### src/rtl/sram_lane_pkg.sv
package sram_lane_pkg;

   typedef enum logic [2:0] {
      ST_IDLE,
      ST_TURN,
      ST_SETUP,
      ST_WPULSE,
      ST_WEND,
      ST_RACC,
      ST_DONE
   } seq_state_t;

   // integer division rounded toward +infinity
   function automatic int ceil_div(input int num, input int den);
      return (num + den - 1) / den;
   endfunction

   function automatic int max2(input int a, input int b);
      return (a > b) ? a : b;
   endfunction

endpackage

### src/rtl/sram_cyc_timer.sv
module sram_cyc_timer #(
   parameter int CNT_W = 4
) (
   input  logic             clk,
   input  logic             rst_n,
   input  logic             load,
   input  logic [CNT_W-1:0] load_val,
   output logic             zero
);

   logic [CNT_W-1:0] cnt_q;

   always_ff @(posedge clk or negedge rst_n) begin
      if (!rst_n) begin
         cnt_q <= '0;
      end else if (load) begin
         cnt_q <= load_val;
      end else if (cnt_q != '0) begin
         cnt_q <= cnt_q - 1'b1;
      end
   end

   assign zero = (cnt_q == '0);

endmodule

### src/rtl/sram_seq_fsm.sv
module sram_seq_fsm
   import sram_lane_pkg::*;
#(
   parameter int RD_CYC   = 7,
   parameter int WP_CYC   = 6,
   parameter int TURN_CYC = 3,
   parameter int CNT_W    = 4
) (
   input  logic             clk,
   input  logic             rst_n,
   input  logic             req,
   input  logic             req_we,
   input  logic             req_any_lane,
   input  logic             acc_zero,
   input  logic             turn_zero,
   output seq_state_t       state,
   output logic             accept,
   output logic             capture,
   output logic             acc_load,
   output logic [CNT_W-1:0] acc_val,
   output logic             turn_load,
   output logic [CNT_W-1:0] turn_val
);

   localparam logic [CNT_W-1:0] RD_LAST = CNT_W'(RD_CYC - 1);
   localparam logic [CNT_W-1:0] WP_LAST = CNT_W'(WP_CYC - 1);
   localparam logic [CNT_W-1:0] TURN_LD = CNT_W'(TURN_CYC);

   seq_state_t state_q, state_d;

   always_comb begin
      state_d   = state_q;
      accept    = 1'b0;
      capture   = 1'b0;
      acc_load  = 1'b0;
      acc_val   = '0;
      turn_load = 1'b0;
      turn_val  = TURN_LD;
      unique case (state_q)
         ST_IDLE: begin
            if (req) begin
               accept = 1'b1;
               if (!req_any_lane) begin
                  state_d = ST_DONE;
               end else if (req_we) begin
                  state_d = turn_zero ? ST_SETUP : ST_TURN;
               end else begin
                  state_d  = ST_RACC;
                  acc_load = 1'b1;
                  acc_val  = RD_LAST;
               end
            end
         end
         ST_TURN: begin
            if (turn_zero) state_d = ST_SETUP;
         end
         ST_SETUP: begin
            state_d  = ST_WPULSE;
            acc_load = 1'b1;
            acc_val  = WP_LAST;
         end
         ST_WPULSE: begin
            if (acc_zero) state_d = ST_WEND;
         end
         ST_WEND: begin
            state_d = ST_DONE;
         end
         ST_RACC: begin
            if (acc_zero) begin
               state_d   = ST_DONE;
               capture   = 1'b1;
               turn_load = 1'b1;
            end
         end
         ST_DONE: begin
            state_d = ST_IDLE;
         end
         default: state_d = ST_IDLE;
      endcase
   end

   always_ff @(posedge clk or negedge rst_n) begin
      if (!rst_n) state_q <= ST_IDLE;
      else        state_q <= state_d;
   end

   assign state = state_q;

endmodule

### src/rtl/sram_io_path.sv
module sram_io_path #(
   parameter int ADDR_W = 17,
   parameter int DATA_W = 16,
   parameter int LANES  = 2
) (
   input  logic              clk,
   input  logic              rst_n,
   input  logic              accept,
   input  logic              capture,
   input  logic              req_we,
   input  logic [LANES-1:0]  req_be,
   input  logic [ADDR_W-1:0] req_addr,
   input  logic [DATA_W-1:0] req_wdata,
   input  logic [DATA_W-1:0] dq_i,
   output logic              we_q,
   output logic [LANES-1:0]  be_q,
   output logic [ADDR_W-1:0] addr_q,
   output logic [DATA_W-1:0] wdata_q,
   output logic [DATA_W-1:0] rdata_q
);

   localparam int LANE_W = DATA_W / LANES;

   always_ff @(posedge clk or negedge rst_n) begin
      if (!rst_n) begin
         we_q    <= 1'b0;
         be_q    <= '0;
         addr_q  <= '0;
         wdata_q <= '0;
      end else if (accept) begin
         we_q    <= req_we;
         be_q    <= req_be;
         addr_q  <= req_addr;
         wdata_q <= req_wdata;
      end
   end

   // one capture register per lane; unselected lanes load zero
   for (genvar g = 0; g < LANES; g++) begin : g_lane
      always_ff @(posedge clk or negedge rst_n) begin
         if (!rst_n) begin
            rdata_q[g*LANE_W +: LANE_W] <= '0;
         end else if (capture) begin
            rdata_q[g*LANE_W +: LANE_W] <= be_q[g] ? dq_i[g*LANE_W +: LANE_W] : '0;
         end
      end
   end

endmodule

### src/rtl/sram_lane_ctrl.sv
module sram_lane_ctrl
   import sram_lane_pkg::*;
#(
   parameter int ADDR_W      = 17,
   parameter int DATA_W      = 16,
   parameter int CLK_NS      = 10,
   parameter int T_AA_NS     = 70,
   parameter int T_WC_NS     = 70,
   parameter int T_WP_NS     = 60,
   parameter int T_DS_NS     = 30,
   parameter int T_OHZ_NS    = 25
) (
   input  logic              clk,
   input  logic              rst_n,
   input  logic              req,
   input  logic              req_we,
   input  logic [1:0]        req_be,
   input  logic [ADDR_W-1:0] req_addr,
   input  logic [DATA_W-1:0] req_wdata,
   output logic              ack,
   output logic              rd_valid,
   output logic [DATA_W-1:0] rd_data,
   output logic [ADDR_W-1:0] mem_addr,
   output logic              mem_ce_n,
   output logic              mem_oe_n,
   output logic              mem_we_n,
   output logic              mem_ub_n,
   output logic              mem_lb_n,
   output logic [DATA_W-1:0] mem_dq_o,
   output logic              mem_dq_oe,
   input  logic [DATA_W-1:0] mem_dq_i
);

   localparam int LANES    = 2;
   localparam int RD_CYC   = max2(1, ceil_div(T_AA_NS, CLK_NS));
   localparam int WP_CYC   = max2(1, max2(ceil_div(T_WP_NS, CLK_NS),
                                          ceil_div(T_WC_NS, CLK_NS) - 2));
   localparam int TURN_CYC = max2(1, ceil_div(T_OHZ_NS, CLK_NS));
   localparam int CNT_MAX  = max2(RD_CYC, max2(WP_CYC, TURN_CYC));
   localparam int CNT_W    = $clog2(CNT_MAX + 1);

   // elaboration-time parameter checks
   if (DATA_W != 16) begin : g_bad_width
      $error("sram_lane_ctrl: DATA_W must be 16 (two byte lanes)");
   end
   if (ADDR_W < 1) begin : g_bad_addr
      $error("sram_lane_ctrl: ADDR_W must be positive");
   end
   if (CLK_NS < 1) begin : g_bad_clk
      $error("sram_lane_ctrl: CLK_NS must be positive");
   end
   if (T_DS_NS > T_WP_NS) begin : g_bad_setup
      $error("sram_lane_ctrl: data setup must fit inside the write pulse");
   end

   seq_state_t        state;
   logic              accept, capture;
   logic              acc_load, acc_zero;
   logic              turn_load, turn_zero;
   logic [CNT_W-1:0]  acc_val, turn_val;
   logic              we_q;
   logic [LANES-1:0]  be_q;
   logic [ADDR_W-1:0] addr_q;
   logic [DATA_W-1:0] wdata_q;
   logic [DATA_W-1:0] rdata_q;
   logic              cycle_live;

   sram_seq_fsm #(
      .RD_CYC   (RD_CYC),
      .WP_CYC   (WP_CYC),
      .TURN_CYC (TURN_CYC),
      .CNT_W    (CNT_W)
   ) u_fsm (
      .clk          (clk),
      .rst_n        (rst_n),
      .req          (req),
      .req_we       (req_we),
      .req_any_lane (|req_be),
      .acc_zero     (acc_zero),
      .turn_zero    (turn_zero),
      .state        (state),
      .accept       (accept),
      .capture      (capture),
      .acc_load     (acc_load),
      .acc_val      (acc_val),
      .turn_load    (turn_load),
      .turn_val     (turn_val)
   );

   sram_cyc_timer #(.CNT_W(CNT_W)) u_acc_tmr (
      .clk      (clk),
      .rst_n    (rst_n),
      .load     (acc_load),
      .load_val (acc_val),
      .zero     (acc_zero)
   );

   sram_cyc_timer #(.CNT_W(CNT_W)) u_turn_tmr (
      .clk      (clk),
      .rst_n    (rst_n),
      .load     (turn_load),
      .load_val (turn_val),
      .zero     (turn_zero)
   );

   sram_io_path #(
      .ADDR_W (ADDR_W),
      .DATA_W (DATA_W),
      .LANES  (LANES)
   ) u_io (
      .clk       (clk),
      .rst_n     (rst_n),
      .accept    (accept),
      .capture   (capture),
      .req_we    (req_we),
      .req_be    (req_be),
      .req_addr  (req_addr),
      .req_wdata (req_wdata),
      .dq_i      (mem_dq_i),
      .we_q      (we_q),
      .be_q      (be_q),
      .addr_q    (addr_q),
      .wdata_q   (wdata_q),
      .rdata_q   (rdata_q)
   );

   always_comb begin
      cycle_live = (state == ST_SETUP) || (state == ST_WPULSE) ||
                   (state == ST_WEND)  || (state == ST_RACC);
      mem_ce_n   = !cycle_live;
      mem_we_n   = (state != ST_WPULSE);
      mem_oe_n   = (state != ST_RACC);
      mem_lb_n   = !(cycle_live && be_q[0]);
      mem_ub_n   = !(cycle_live && be_q[1]);
      mem_dq_oe  = (state == ST_WPULSE);
      mem_dq_o   = wdata_q;
      mem_addr   = addr_q;
      ack        = (state == ST_DONE);
      rd_valid   = (state == ST_DONE) && !we_q && (|be_q);
      rd_data    = rdata_q;
   end

endmodule

### config.mk
export PLATFORM = sky130hd
export DESIGN_NAME = sram_lane_ctrl
export DESIGN_NICKNAME = d
export VERILOG_FILES = /design/src/rtl/sram_lane_pkg.sv /design/src/rtl/sram_cyc_timer.sv /design/src/rtl/sram_seq_fsm.sv /design/src/rtl/sram_io_path.sv /design/src/rtl/sram_lane_ctrl.sv
export SDC_FILE = /design/constraint.sdc
export NUM_CORES = 1
export LEC_CHECK = 0
export ABC_AREA = 1
export ABC_CLOCK_PERIOD_IN_PS = 3400
export BUFFER_PORTS_ARGS = -buffer_cell sky130_fd_sc_hd__buf_2
export CORE_MARGIN = 5
export CORE_UTILIZATION = 45
export DETAILED_ROUTE_END_ITERATION = 8
export PLACE_DENSITY = 0.87
export SYNTH_ARGS = -nofsm -noshare
export SYNTH_HDL_FRONTEND = slang
export SYNTH_SLANG_ARGS = --single-unit
### constraint.sdc
create_clock -name clk -period 3.4 [get_ports clk]
set_clock_uncertainty 0.2 [all_clocks]
set_input_delay 0.51 -clock clk [delete_from_list [all_inputs] [get_ports clk]]
set_output_delay 0.51 -clock clk [all_outputs]
set_load 0.01 [all_outputs]
==> flow_summary.ini <==
[finish]
layout_common_cells = nand2_1, buf_2, dfrtp_1
drive_above_1_share = 0.313
fin_cells = 506
diodes = 0
num-fill-cells = 507
final_common_cell = nand2_1
final_nets = 486
syn2layout_area_growth_pct = 28.8

[flow_run]
drv_cap = 0

[cts]
root_buffer = clkbuf_8
post_cts.repair.setup_buffers = 0
cts_hold_buf = 0
cts.sinks = 61
cts-buffers-inserted = 9
cts_resized = 0
cts_tree = yes
clock_latency_ns = 0.32
h-tree-depth = 3
path_clk_slew_ns = 0.07
clockBufferDepth = 2

[critical_path]
reg2reg_slack_ns = 1.47
rr_startpoint = u_fsm.state[2]$_DFFE_PN0P_
crit_path_start_kind = flop
crit_cells = 5
reg2reg_to = u_io.we_q$_DFFE_PN0P_
crit_arrival_ns = 1.49
r2r_cells = 6
cp.buffers_inverters = 1
worstPathCellList = nor2_4 -> nand2_1 -> nand2_1 -> nand2_1 -> buf_2
critPathTopFamily = simple AND/OR/NAND/NOR gates
crit_path_end_kind = primary output
critPathMaxFanout = 7
worstPathRequired_ns = 2.69
slowest_stage = dfrtp_1
path_class = flop to primary output
worst_path_largest_cell_delay_ns = 0.48
cp_common_cell = nand2_1

[global_route]
grt_pass1_vias = 2373
antenna_found_initial = 0
track_usage = 0.175
grt_start_max_net_pins = 38
grt_first_pass_wirelength_um = 10400
overflow = 0

[place]
post-dp-hpwl_um = 4520
placed_cells = 491
gp_congestion = 0.822
port_buffers = 111

[routing]
drt-initial-drc-count = 125
routed_via_density = 4.61
wire_per_inst_um = 11.9
drc_errors = 0
vias = 2332
wl_um = 6050
ant_nets = 0
dr.pass1.iters = 4

[die]
start_util = 0.455
die_width_um = 86.9
dieArea_um2 = 7560
ios = 112
floorplan.rows = 28
core-area_um2 = 5850
die_h_um = 86.9

[yosys]
synth_area_leaders = dfrtp_1, nand2_1, nand3_1
ys_warn_count = 0
synth_top_area_frac = 0.573
yosysUniqueCellTypes = 19
postSynthAreaPerCell_um2 = 8.48
synth_area_um2 = 2660
yosysSeqAreaShare = 0.573
syn_inst = 314
ys_ff_latch = 61
syn-num-nets = 373
yosys.area.top_type = dfrtp_1

[timing]
period_needed_ns = 2.20
setup_violations = 0
fmax_mhz = 455
worstMarginPinSlew_ns = 0.642
rsz0062_at_grt = no
hold_viol = 0
maxSlewHeadroom = 0.572
hold_slack_ns = 0.00557
fin_crit_sh = 0.646
final_max_slew_viol_count = 0
tns_ns = 0

[min_path]
holdCritPathClass = input port to async pin

[pwr]
vdd_drop_max_mv = 0.370
p_leak_uw = 0.00201
power_density_nw_per_um2 = 925

[outcome]
status = complete, no violations
==> how the worst max path moves through the flow <==
| stage | slack [ns] | end | from |
|---|---|---|---|
| after floorplan | 1.69 | mem_lb_n | u_fsm.state[1]$_DFFE_PN0P_ |
| after global placement | 1.49 | u_io.we_q$_DFFE_PN0P_ | u_fsm.state[2]$_DFFE_PN0P_ |
| after detailed placement | 1.44 | u_io.addr_q[12]$_DFFE_PN0P_ | u_fsm.state[2]$_DFFE_PN0P_ |
| after CTS | 1.19 | mem_ub_n | u_fsm.state[2]$_DFFE_PN0P_ |
| after global routing | 1.06 | mem_ub_n | u_fsm.state[1]$_DFFE_PN0P_ |
| final | 1.20 | mem_ub_n | u_fsm.state[2]$_DFFE_PN0P_ |
==> layer usage <==
| metal | global-route usage | up-vias | part of all wire |
|---|---|---|---|
| li1 | - | 1186 | - |
| met1 | 0.225 | 1053 | 0.44 |
| met2 | 0.280 | 82 | 0.47 |
| met3 | 0.0464 | 11 | 0.074 |
| met4 | 0.0708 | 0 | 0.016 |
| met5 | 0 | - | 0 |
==> report_power, final <==
part / switching, uW / internal, uW
Sequential: 234 / 1060
Combinational: 754 / 503
Clock: 266 / 353
==> sequential cells by signal (all words and copies together) (netlist names) <==
register	flops
u_io.addr_q	17
u_turn_tmr.cnt_q	3
u_fsm.state	3
u_io.we_q	1
u_acc_tmr.cnt_q	3
u_io.wdata_q	16
u_io.be_q	2
u_io.rdata_q	16
==> cell type report <==
type / instances / area [um^2] / share of cell area
tap: 75 / 93.8 / 0.0273
timing repair buffer: 112 / 563 / 0.164
multi-input combinational: 222 / 975 / 0.284
clock buffer: 11 / 141 / 0.0412
sequential: 61 / 1530 / 0.445
inverter: 21 / 83.8 / 0.0244
clock inverter: 4 / 48.8 / 0.0142
==> metrics by stage <==
stage          total power, uW  cell area, um^2  setup WS [ns]   util
3_5_place_dp              2590             3240           1.44  0.554
4_1_cts                   3220             3430           1.19  0.587
2_1_floorplan             2100             2660           1.69      -
6_report                  3180             3430           1.20  0.587
5_1_grt                   3480             3430           1.06  0.587
3_3_place_gp              2530             3240           1.49  0.554
==> synth_stat cells <==
cell type  instances
nor2_1            14
nor2_8             2
nand2_1          161
dfrtp_1           61
inv_2              1
nor3_1             1
nor2_4             2
buf_6              5
nand2_2            1
a21oi_1            2
ha_1               4
nand2_4            1
nand3_1           26
inv_1             18
buf_2              3
o21ai_0            7
o211ai_1           1
inv_4              2
clkbuf_1           2
==> cell families after synthesis <==
group	share of synthesized area
flip-flops	0.573
AO/OA/AOI/OAI	0.0197
AND/OR/NAND/NOR	0.327
adder cells (fa/ha/maj)	0.0188
buffers and inverters	0.0611
Note: power is estimated with default switching activity, not from simulation.
